## src/rtl/dpg_pkg.sv

```systemverilog
`timescale 1ns/1ps
package dpg_pkg;

  typedef enum logic [2:0] {
    ST_IDLE,
    ST_START,
    ST_ISSUE,
    ST_GAP,
    ST_ERR
  } dpg_state_e;

  // index of the highest set bit (exact log2 for powers of two)
  function automatic logic [6:0] lg2(input logic [63:0] v);
    logic [6:0] r;
    r = '0;
    for (int i = 0; i < 64; i++) begin
      if (v[i]) r = 7'(i);
    end
    return r;
  endfunction

  function automatic logic is_pow2(input logic [63:0] v);
    return (v != 64'd0) && ((v & (v - 64'd1)) == 64'd0);
  endfunction

endpackage

```

## src/rtl/dpg_lfsr.sv

```systemverilog
`timescale 1ns/1ps
module dpg_lfsr #(
  parameter int W = 32,
  parameter logic [W-1:0] TAPS = W'(32'h80200003)
) (
  input  logic         clk,
  input  logic         rst_n,
  input  logic         load,
  input  logic [W-1:0] seed,
  input  logic         step,
  output logic [W-1:0] state
);

  logic [W-1:0] q;

  always_ff @(posedge clk) begin
    if (!rst_n) begin
      q <= W'(1);
    end else if (load) begin
      q <= (seed == '0) ? W'(1) : seed;
    end else if (step) begin
      q <= (q >> 1) ^ (q[0] ? TAPS : '0);
    end
  end

  assign state = q;


  lfsr_nonzero_chk: assert property (@(posedge clk) disable iff (!rst_n)
    q != '0);

endmodule

```

## src/rtl/dpg_cfg_check.sv

```systemverilog
`timescale 1ns/1ps
module dpg_cfg_check import dpg_pkg::*; #(
  parameter int AW = 32,
  parameter int SW = 16,
  parameter int BW = 8,
  parameter int GW = 16,
  parameter int PW = 7
) (
  input  logic [AW-1:0] base,
  input  logic [AW-1:0] limit,
  input  logic [SW-1:0] req_b,
  input  logic [SW-1:0] stride_b,
  input  logic [SW-1:0] page_b,
  input  logic [BW-1:0] nb,
  input  logic [BW-1:0] used,
  input  logic [GW-1:0] gmin,
  input  logic [GW-1:0] gmax,
  input  logic [PW-1:0] pct,
  output logic          ok,
  output logic [6:0]    req_lg,
  output logic [6:0]    page_lg,
  output logic [6:0]    bank_lg,
  output logic [AW-1:0] range_mask,
  output logic [SW-1:0] beats,
  output logic [SW-1:0] cols
);

  logic [AW-1:0] span;
  logic [6:0]    span_lg;
  logic          sizes_ok, stride_ok, banks_ok, misc_ok;

  always_comb begin
    span       = limit - base;
    req_lg     = lg2(64'(req_b));
    page_lg    = lg2(64'(page_b));
    bank_lg    = lg2(64'(nb));
    span_lg    = lg2(64'(span));
    range_mask = span - AW'(1);
    beats      = stride_b >> req_lg;
    cols       = page_b >> req_lg;

    sizes_ok  = (limit > base) && is_pow2(64'(span)) && is_pow2(64'(req_b))
             && is_pow2(64'(page_b)) && is_pow2(64'(nb)) && (req_b <= page_b);
    stride_ok = (stride_b != '0) && ((stride_b & (req_b - SW'(1))) == '0)
             && (stride_b <= page_b);
    banks_ok  = (used != '0) && (used <= nb);
    misc_ok   = (gmin <= gmax) && (32'(pct) <= 32'd100)
             && ((base & AW'(req_b - SW'(1))) == '0)
             && (span_lg >= page_lg + bank_lg);
    ok = sizes_ok && stride_ok && banks_ok && misc_ok;
  end

endmodule

```

## src/rtl/dpg_addr_build.sv

```systemverilog
`timescale 1ns/1ps
module dpg_addr_build #(
  parameter int AW = 32,
  parameter int SW = 16,
  parameter int BW = 8
) (
  input  logic [AW-1:0] row,
  input  logic [BW-1:0] bank,
  input  logic [SW-1:0] col,
  input  logic          map_sel,
  input  logic [6:0]    req_lg,
  input  logic [6:0]    page_lg,
  input  logic [6:0]    bank_lg,
  input  logic [AW-1:0] base,
  input  logic [AW-1:0] range_mask,
  output logic [AW-1:0] addr
);

  logic [AW-1:0] hi, mid, lo;

  always_comb begin
    hi = row << (page_lg + bank_lg);
    if (map_sel) begin
      // row | bank | column
      mid = AW'(bank) << page_lg;
      lo  = AW'(col) << req_lg;
    end else begin
      // row | column | bank
      mid = AW'(col) << (req_lg + bank_lg);
      lo  = AW'(bank) << req_lg;
    end
    addr = base + ((hi | mid | lo) & range_mask);
  end

endmodule

```

## src/rtl/dram_pattern_gen.sv

```systemverilog
`timescale 1ns/1ps
module dram_pattern_gen import dpg_pkg::*; #(
  parameter int AW = 32,
  parameter int SW = 16,
  parameter int BW = 8,
  parameter int GW = 16,
  parameter int PW = 7
) (
  input  logic          clk,
  input  logic          rst_n,
  input  logic          run,
  input  logic [AW-1:0] cfg_base,
  input  logic [AW-1:0] cfg_limit,
  input  logic [SW-1:0] cfg_req_bytes,
  input  logic [SW-1:0] cfg_stride_bytes,
  input  logic [SW-1:0] cfg_page_bytes,
  input  logic [BW-1:0] cfg_banks_total,
  input  logic [BW-1:0] cfg_banks_used,
  input  logic          cfg_map_sel,
  input  logic [PW-1:0] cfg_read_pct,
  input  logic [GW-1:0] cfg_gap_min,
  input  logic [GW-1:0] cfg_gap_max,
  input  logic [31:0]   cfg_seed,
  output logic          req_valid,
  input  logic          req_ready,
  output logic [AW-1:0] req_addr,
  output logic          req_write,
  output logic [SW-1:0] req_size,
  output logic          cfg_err
);

  localparam int LW = 32;

  dpg_state_e    st_q;
  logic [AW-1:0] row_q;
  logic [BW-1:0] bank_q;
  logic [SW-1:0] col_q, left_q;
  logic [GW-1:0] gap_q;
  logic [AW-1:0] addr_q;
  logic          write_q;
  logic [SW-1:0] size_q;

  logic          cfg_ok;
  logic [6:0]    req_lg, page_lg, bank_lg;
  logic [AW-1:0] range_mask;
  logic [SW-1:0] beats, cols;
  logic [LW-1:0] s;
  logic          seed_load, lfsr_step;

  dpg_cfg_check #(.AW(AW), .SW(SW), .BW(BW), .GW(GW), .PW(PW)) u_chk (
    .base(cfg_base), .limit(cfg_limit), .req_b(cfg_req_bytes),
    .stride_b(cfg_stride_bytes), .page_b(cfg_page_bytes),
    .nb(cfg_banks_total), .used(cfg_banks_used),
    .gmin(cfg_gap_min), .gmax(cfg_gap_max), .pct(cfg_read_pct),
    .ok(cfg_ok), .req_lg(req_lg), .page_lg(page_lg), .bank_lg(bank_lg),
    .range_mask(range_mask), .beats(beats), .cols(cols)
  );

  assign seed_load = (st_q == ST_IDLE) && run;
  assign lfsr_step = (st_q != ST_IDLE);

  dpg_lfsr #(.W(LW)) u_rng (
    .clk(clk), .rst_n(rst_n), .load(seed_load), .seed(cfg_seed),
    .step(lfsr_step), .state(s)
  );

  // random draws, all scaled by multiply-and-shift
  logic [15:0]      r_hi, r_mid;
  logic [7:0]       r_lo;
  logic [8+BW-1:0]  bank_prod;
  logic [SW:0]      col_span;
  logic [16+SW:0]   col_prod;
  logic [22:0]      rd_prod;
  logic [GW:0]      gap_span;
  logic [16+GW:0]   gap_prod;
  logic [BW-1:0]    new_bank;
  logic [SW-1:0]    new_col;
  logic [GW-1:0]    gap_draw;
  logic             rd_draw;

  always_comb begin
    r_hi      = s[31:16];
    r_mid     = s[23:8];
    r_lo      = s[15:8];
    bank_prod = (8+BW)'(r_lo) * (8+BW)'(cfg_banks_used);
    new_bank  = bank_prod[8+BW-1:8];
    col_span  = {1'b0, cols} - {1'b0, beats} + (SW+1)'(1);
    col_prod  = (17+SW)'(r_hi) * (17+SW)'(col_span);
    new_col   = col_prod[16+SW-1:16];
    rd_prod   = 23'(r_mid) * 23'd100;
    rd_draw   = 32'(rd_prod[22:16]) < 32'(cfg_read_pct);
    gap_span  = {1'b0, cfg_gap_max} - {1'b0, cfg_gap_min} + (GW+1)'(1);
    gap_prod  = (17+GW)'(r_hi) * (17+GW)'(gap_span);
    gap_draw  = cfg_gap_min + gap_prod[16+GW-1:16];
  end

  // next request fields
  logic          do_load, new_run;
  logic [AW-1:0] cur_row, cur_addr;
  logic [BW-1:0] cur_bank;
  logic [SW-1:0] cur_col, cur_left;

  always_comb begin
    do_load  = (st_q == ST_START) || ((st_q == ST_GAP) && run && (gap_q == '0));
    new_run  = (left_q == '0);
    cur_row  = new_run ? AW'(s) : row_q;
    cur_bank = new_run ? new_bank : bank_q;
    cur_col  = new_run ? new_col : col_q + SW'(1);
    cur_left = new_run ? beats - SW'(1) : left_q - SW'(1);
  end

  dpg_addr_build #(.AW(AW), .SW(SW), .BW(BW)) u_addr (
    .row(cur_row), .bank(cur_bank), .col(cur_col), .map_sel(cfg_map_sel),
    .req_lg(req_lg), .page_lg(page_lg), .bank_lg(bank_lg),
    .base(cfg_base), .range_mask(range_mask), .addr(cur_addr)
  );

  always_ff @(posedge clk) begin
    if (!rst_n) begin
      st_q    <= ST_IDLE;
      row_q   <= '0;
      bank_q  <= '0;
      col_q   <= '0;
      left_q  <= '0;
      gap_q   <= '0;
      addr_q  <= '0;
      write_q <= 1'b0;
      size_q  <= '0;
    end else begin
      if (do_load) begin
        row_q   <= cur_row;
        bank_q  <= cur_bank;
        col_q   <= cur_col;
        left_q  <= cur_left;
        addr_q  <= cur_addr;
        write_q <= !rd_draw;
        size_q  <= cfg_req_bytes;
      end
      unique case (st_q)
        ST_IDLE: begin
          left_q <= '0;
          if (run) st_q <= cfg_ok ? ST_START : ST_ERR;
        end
        ST_START: st_q <= ST_ISSUE;
        ST_ISSUE: begin
          if (req_ready) begin
            gap_q <= gap_draw;
            st_q  <= run ? ST_GAP : ST_IDLE;
          end
        end
        ST_GAP: begin
          if (!run)              st_q  <= ST_IDLE;
          else if (gap_q == '0)  st_q  <= ST_ISSUE;
          else                   gap_q <= gap_q - GW'(1);
        end
        ST_ERR: if (!run) st_q <= ST_IDLE;
        default: st_q <= ST_IDLE;
      endcase
    end
  end

  assign req_valid = (st_q == ST_ISSUE);
  assign cfg_err   = (st_q == ST_ERR);
  assign req_addr  = addr_q;
  assign req_write = write_q;
  assign req_size  = size_q;


  hold_stable_chk: assert property (@(posedge clk) disable iff (!rst_n)
    req_valid && !req_ready |=> req_valid && $stable(req_addr)
      && $stable(req_write) && $stable(req_size));


  gap_low_chk: assert property (@(posedge clk) disable iff (!rst_n)
    req_valid && req_ready |=> !req_valid);


  err_hold_chk: assert property (@(posedge clk) disable iff (!rst_n)
    cfg_err && run |=> cfg_err);


  bank_used_chk: assert property (@(posedge clk) disable iff (!rst_n)
    req_valid |-> bank_q < cfg_banks_used);


  addr_window_chk: assert property (@(posedge clk) disable iff (!rst_n)
    req_valid |-> ((req_addr & AW'(req_size - SW'(1))) == '0)
      && (req_addr >= cfg_base) && (req_addr < cfg_limit));

endmodule

```

## config.mk

```make
export PLATFORM = sky130hd
export DESIGN_NAME = dram_pattern_gen
export DESIGN_NICKNAME = d
export VERILOG_FILES = /design/src/rtl/dpg_pkg.sv /design/src/rtl/dpg_lfsr.sv /design/src/rtl/dpg_cfg_check.sv /design/src/rtl/dpg_addr_build.sv /design/src/rtl/dram_pattern_gen.sv
export SDC_FILE = /design/constraint.sdc
export NUM_CORES = 2
export LEC_CHECK = 0
export ABC_AREA = 1
export ABC_CLOCK_PERIOD_IN_PS = 18180
export BUFFER_PORTS_ARGS = -buffer_cell sky130_fd_sc_hd__buf_4
export CAP_MARGIN = 20
export CORE_ASPECT_RATIO = 0.5
export CORE_MARGIN = 2
export CORE_UTILIZATION = 43
export CTS_CLUSTER_DIAMETER = 100
export DETAILED_ROUTE_END_ITERATION = 12
export PLACE_DENSITY_LB_ADDON = 0.12
export SYNTH_ARGS = -nofsm -noshare
export SYNTH_HDL_FRONTEND = slang
export SYNTH_SLANG_ARGS = --single-unit
```

## constraint.sdc

```tcl
create_clock -name clk -period 18.18 [get_ports clk]
set_clock_uncertainty 0.2 [all_clocks]
set_input_delay 3.636 -clock clk [delete_from_list [all_inputs] [get_ports clk]]
set_output_delay 3.636 -clock clk [all_outputs]
set_load 0.1 [all_outputs]
```

Yosys cells after proc, flatten, opt, wreduce, memory -nomap -nowiden
Cells that the tools add are included.

word-level totals
  output and inout port bits = 51
  input port bits = 204
  logic and storage cells = 205
  memories = 0
  latch bits = 0
  RAM bits = 0
  flip-flop bits (word level) = 172
  memory bits (read-only) = 0

cells by class
  divide/modulo/power cells = 0
  order comparisons = 8
  add/subtract/negate cells = 20
  bitwise logic cells = 11
  muxes and demuxes = 90
  shift operators = 7
  reduce and logical (&&, ||, !) cells = 45
  eq/ne operators = 10
  $mul = 4

operator list
  operator               number
  $logic_not 64->1       4
  $mux 32                7
  $and 16x64->64         2
  $mux 4                 24
  $mux 16                5
  $mux 5                 16
  $mux 3                 22
  $and 32x32->32         2
  $and 32x64->64         1
  $and 8x64->64          1
  $logic_not 32->1       2
  $mul 16x17->32         2
  $or 32x32->32          2
  $shl 8x4->32           2
  $sub 16x1->16 const B  4
  $sub 16x1->17 const B  3
  $le 16x16->1           3
  $logic_not 16->1       3
  $reduce_bool 16->1     3
  $add 17x1->17 const B  2
  $sub 16x16->17         2
  $sub 32x1->33 const B  1
  $add 32x32->32         1
  $gt 32x32->1           1
  other kinds (40)       80

Longest topological paths before layout
  word-level depth = 38
  depth in mapped cells = 96

By module
A second synthesis with hierarchy kept.

second synthesis, totals
  cells, all modules = 7268
  area total of the unflattened synthesis = 47043.9 µm²

modules (own cells, without submodules)
  module            cells an instance  area each (µm²)  times used
  dram_pattern_gen  4241               30823.3          1
  dpg_addr_build    1584               7586.0           1
  dpg_cfg_check     1224               7074.3           1
  dpg_lfsr          219                1560.2           1

Least setup slack after synthesis
No wires, ideal clock.

  kind = input to register
  start point = input cfg_req_bytes[1]
  end point = register addr_q[29], in the netlist req_addr[29]
  cell stages on the path = 85
  setup slack = 1593 ps
  setup time = 114 ps
  required time = 17866 ps
  data arrival time = 16273 ps
  buffers on the path = 3
  cell sequence = inv_1 o21ai_1 a21oi_1 o21ai_1 nand2_1 nand2_1 nand2_1 nand2_1 nand2_1 nand2_1 nand2_1 nand2_1 buf_2 buf_2 clkbuf_1 o21ai_0 mux2i_1 o21ai_0 (+49 left out) a31oi_1 nor2_1 ha_1 nand2_1 inv_1 a21oi_1 o21ai_1 a21oi_1 o21bai_1 a21boi_2 o21ai_0 a21boi_0 o21ai_1 a21oi_1 o21ai_1 xor2_1 o21bai_1 inv_1

on the way
  cells in the longest elaborated chain, start to end = 26
  elaborated cells between the ends (all ways) = 31
  those cells by class = add/sub (4); mul (1); shift (5); mux (18); bitwise (3)

RTL lines
  element                           RTL line                                  source
  start: declaration                dram_pattern_gen.sv:14                    input logic [SW-1:0] cfg_req_bytes,
  $mux 1 *                          dpg_pkg.sv:17                             if (v[i]) r = 7'(i);
  $mux 2 * (2 in series)            dpg_pkg.sv:17
  $mux 3 * (4 in series)            dpg_pkg.sv:17
  $mux 4 * (8 in series)            dpg_pkg.sv:17
  $shr 16x4->16 (on tied branches)  dpg_cfg_check.sv:40, dpg_cfg_check.sv:39
  $sub 16x16->17                    dram_pattern_gen.sv:87                    col_span = {1'b0, cols} - {1'b0, beats} + (SW+1)'(1);
  $add 17x1->17                     dram_pattern_gen.sv:87
  $mul 16x17->32                    dram_pattern_gen.sv:88                    col_prod = (17+SW)'(r_hi) * (17+SW)'(col_span);
  $mux 16                           dram_pattern_gen.sv:108                   cur_col = new_run ? new_col : col_q + SW'(1);
  $shl 16x7->32                     dpg_addr_build.sv:29                      mid = AW'(col) << (req_lg + bank_lg);
  $mux 32                           dpg_addr_build.sv:23                      if (map_sel) begin
  $or 32x32->32                     dpg_addr_build.sv:32                      addr = base + ((hi | mid | lo) & range_mask);
  $or 32x32->32 *                   dpg_addr_build.sv:32
  $and 32x32->32 *                  dpg_addr_build.sv:32
  $add 32x32->32 *                  dpg_addr_build.sv:32
  end signal: assignment            dram_pattern_gen.sv:135                   addr_q <= cur_addr;
  end: declaration                  dram_pattern_gen.sv:39                    logic [AW-1:0] addr_q;

Mark *: on every way between the ends. The rest lies on a longest branch, timed or not.
A chain may end at the register's enable or synchronous reset.

Worst setup path in the final report
  start point = input cfg_req_bytes[3]
  end point = register addr_q[28], in the netlist req_addr[28]

on the way
  cells in the longest elaborated chain, start to end = 24
  elaborated cells between the ends (all ways) = 29
  those cells by class = add/sub (4); mul (1); shift (5); mux (16); bitwise (3)

RTL lines
  element                           RTL line
  $mux 2 *                          dpg_pkg.sv:17
  $mux 3 * (4 in series)            dpg_pkg.sv:17
  $mux 4 * (8 in series)            dpg_pkg.sv:17
  $shr 16x4->16 (on tied branches)  dpg_cfg_check.sv:40, dpg_cfg_check.sv:39
  $sub 16x16->17                    dram_pattern_gen.sv:87
  $add 17x1->17                     dram_pattern_gen.sv:87
  $mul 16x17->32                    dram_pattern_gen.sv:88
  $mux 16                           dram_pattern_gen.sv:108
  $shl 16x7->32                     dpg_addr_build.sv:29
  $mux 32                           dpg_addr_build.sv:23
  $or 32x32->32                     dpg_addr_build.sv:32
  $or 32x32->32 *                   dpg_addr_build.sv:32
  $and 32x32->32 *                  dpg_addr_build.sv:32
  $add 32x32->32 *                  dpg_addr_build.sv:32

Marked as above.

==> impl_metrics.csv <==
group,metric,value,unit
synth,yosysMostFrequentCell,"nand2_1",
synth,ys_top_cells_by_area,"fa_1, ha_1, nand2_1",
worst_setup_path,cp_slowest_stage_delay,0.56,ns
synth,yosys.area.top_type,"fa_1",
status,status,"complete, no violations",
synth,syn_area,0.0436,sq mm
finish,finalNonFillerCells,8024,
clocking,insertion_delay,0.53,ns
clocking,root_buffer,"clkbuf_16",
sta,max-slew-margin-rel,0.280,
clocking,clk_pin_slew,0.08,ns
synth,async_flop_share,0,
routing,drtIter0Drc,3736,
worst_setup_path,arrival,17.39,ns
synth,synthTopCellsByCount,"nand2_1, inv_1, ha_1, nor2_1, fa_1",
synth,synth_cells,6523,
finish,drive_gt1_frac,0.0806,
synth,synth_area_per_cell,6.68,sq um
routing,first_pass_iters,8,
floorplan,ioPinCount,255,
clocking,cts_made_buffers,17,
worst_setup_path,start_kind,"input pin",
clocking,clk_path_buf_depth,2,
sta,fin_tns_setup,0,ns
synth,ys_ff_latch,172,
sta,post-route-period-util,0.944,
sta,layout_setup_ws,1.01,ns
routing,num_vias,43700,
global_route,grt_start_max_net_pins,78,
sta,holdWs,0.265,ns
global_route,grt_first_pass_wirelength,258000,microns
global_route,grt_pass1_vias,43500,
power_and_ir_drop,power_per_cell_area,152,mW/mm^2
clocking,postCtsHoldBufs,0,
synth,synthFlopType,"dfxtp_1",
worst_setup_path,worstSetupStartpoint,"cfg_req_bytes[3]",
sta,grt_setup_unrepaired,"no",
global_route,antenna_found_initial,2,
placement,gp_congestion,1.04,
floorplan,row_count,82,
global_route,grt_overflow,0,
synth,synth_top_area_frac,0.213,
placement,post-dp-hpwl,138000,microns
sta,period_needed,17.17,ns
power_and_ir_drop,irDropWorstVdd,0.000275,V
finish,syn_to_final_growth,9.93,%
routing,vias_per_cell,5.45,
synth,synth_edf_count,0,
placement,placedCellCount,7982,
worst_setup_path,crit_type,"input pin to flip-flop",
flow_run,max_cap_viol_count,0,
synth,yosysSeqAreaShare,0.0790,
sta,report.final.setup_viol,0,
sta,tightest_slew,1.08,ns
floorplan,die_y,229,microns
routing,drc_errors,0,
synth,ys_types,67,
worst_setup_path,path_max_fanout,26,
placement,place_ws,0.0309,ns
worst_setup_path,worst_setup_path_end_kind,"flip-flop",
hold_path,hp-class,"flip-flop to flip-flop",
floorplan,fp.coreArea,0.100,sq mm
worst_setup_path,worst_path_most_repeated_cell,"nand2_1",
floorplan,die_area,0.104,sq mm
routing,routedWlPerCell,20.8,microns
clocking,h-tree-depth,4,
routing,antenna_left,0,
synth,syn-num-nets,7735,
floorplan,start_util,0.435,
synth,yosys_warnings,0,
clocking,cts_tree,"done",
placement,io_buffers,254,
floorplan,die_w,454,microns
sta,slew_viol_final,0,
finish,fin_nets,7878,
sta,hold_violations,0,
routing,wl,167000,microns
power_and_ir_drop,leakage,0.0256,uW
sta,fmax,58.2,MHz
worst_setup_path,crit_slowest_cell,"fa_1",
hold_path,worstHoldStart,"row_q[6]",
worst_setup_path,cp.required,18.40,ns
worst_setup_path,r2r-start,"u_rng.state[26]",
global_route,grt_use_total,0.322,
clocking,cts.sinks,172,
## layout by cell type, fill, tap and decap left out, types with 21 or more instances in the layout
master / synthesis / routed
nor4_1: 34 / 33
o21bai_1: 41 / 41
nand4_1: 45 / 45
nand2_1: 1493 / 1486
a221oi_1: 26 / 25
o21ai_1: 20 / 23
o221ai_1: 21 / 21
o211ai_1: 50 / 50
or2_2: 41 / 41
nor2_1: 520 / 517
xor2_1: 72 / 70
nand3_1: 367 / 367
buf_4: 2 / 370
a211oi_1: 40 / 40
o22ai_1: 32 / 32
xnor2_1: 43 / 41
a31oi_1: 22 / 21
a21oi_1: 306 / 301
o21ai_0: 416 / 408
fa_1: 464 / 464
nand2_2: 17 / 22
clkinv_1: 25 / 23
inv_1: 1245 / 1245
nor3_1: 61 / 58
ha_1: 544 / 544
dfxtp_1: 172 / 171
## layout make-up
type                       instances  area (sq um)
antenna                            1          2.50
clock buffer                      17           425
clock inverter                    15           204
fill                           10300         52300
inverter                        1282          4810
multi-input combinational       4821         34500
sequential                       172          3440
tap                             1344          1680
timing repair buffer             372          2810
## stage by stage
step	area, sq um	power (uW)	utilization
after floorplan	43600	4510	-
after global placement	47100	6600	0.470
after detailed placement	47100	6630	0.470
after CTS	47700	7100	0.476
after global routing	47900	8020	0.478
final	47900	7300	0.478
## where the power goes
group          leakage, uW  internal, uW  switching (uW)
logic               0.0239          2140            4340
clock network     0.000301           199             216
registers          0.00139           383            13.0
total               0.0256          2720            4570
## what timing repair did
action,in CTS,in global routing
hold endpoints to repair,0,0
buffers inserted,0,7
setup endpoints to repair,0,17
gates resized for setup,0,34
## path summary, 6_finish.rpt
path / end / slack, ns / depth (start not counted)
min reg2reg: row_q[6] / 0.26 / 2
max: req_addr[28] / 1.01 / 85
max reg2reg: req_addr[30] / 7.56 / 50
min: row_q[6] / 0.26 / 2
## cell families after synthesis
| group | after synthesis | synth area share |
|---|---|---|
| buffers and inverters | 1530 | 0.132 |
| and+or+nand+nor | 2629 | 0.251 |
| adders and majority gates | 1008 | 0.369 |
| AOI/OAI and AO/OA | 1053 | 0.140 |
| DFF | 172 | 0.0790 |
| xor gates and xnor gates | 119 | 0.0249 |
| muxes | 12 | 0.00276 |
## worst max-delay path, delay by kind of cell
kind | cells | cell delay, ns
xor+xnor | 1 | 0.39
buf+inv | 12 | 1.15
mux | 1 | 0.20
fa+ha+maj | 10 | 4.27
compound gates | 22 | 3.58
simple gates | 39 | 4.14
## metal layers
metal | vias up | part of all wire | GRT usage
li1 | 21000 | - | -
met1 | 21100 | 0.46 | 0.447
met2 | 1412 | 0.46 | 0.526
met3 | 217 | 0.058 | 0.0362
met4 | 0 | 0.030 | 0.0948
met5 | - | 0 | 0
## registers in the layout (all words and copies together) (netlist names)
register,flops
row_q,32
col_q,16
req_addr,32
req_size,16
left_q,16
gap_q,16
u_rng.state,32
req_write,1
st_q,3
bank_q,8
(Power assumes the default switching activity.)
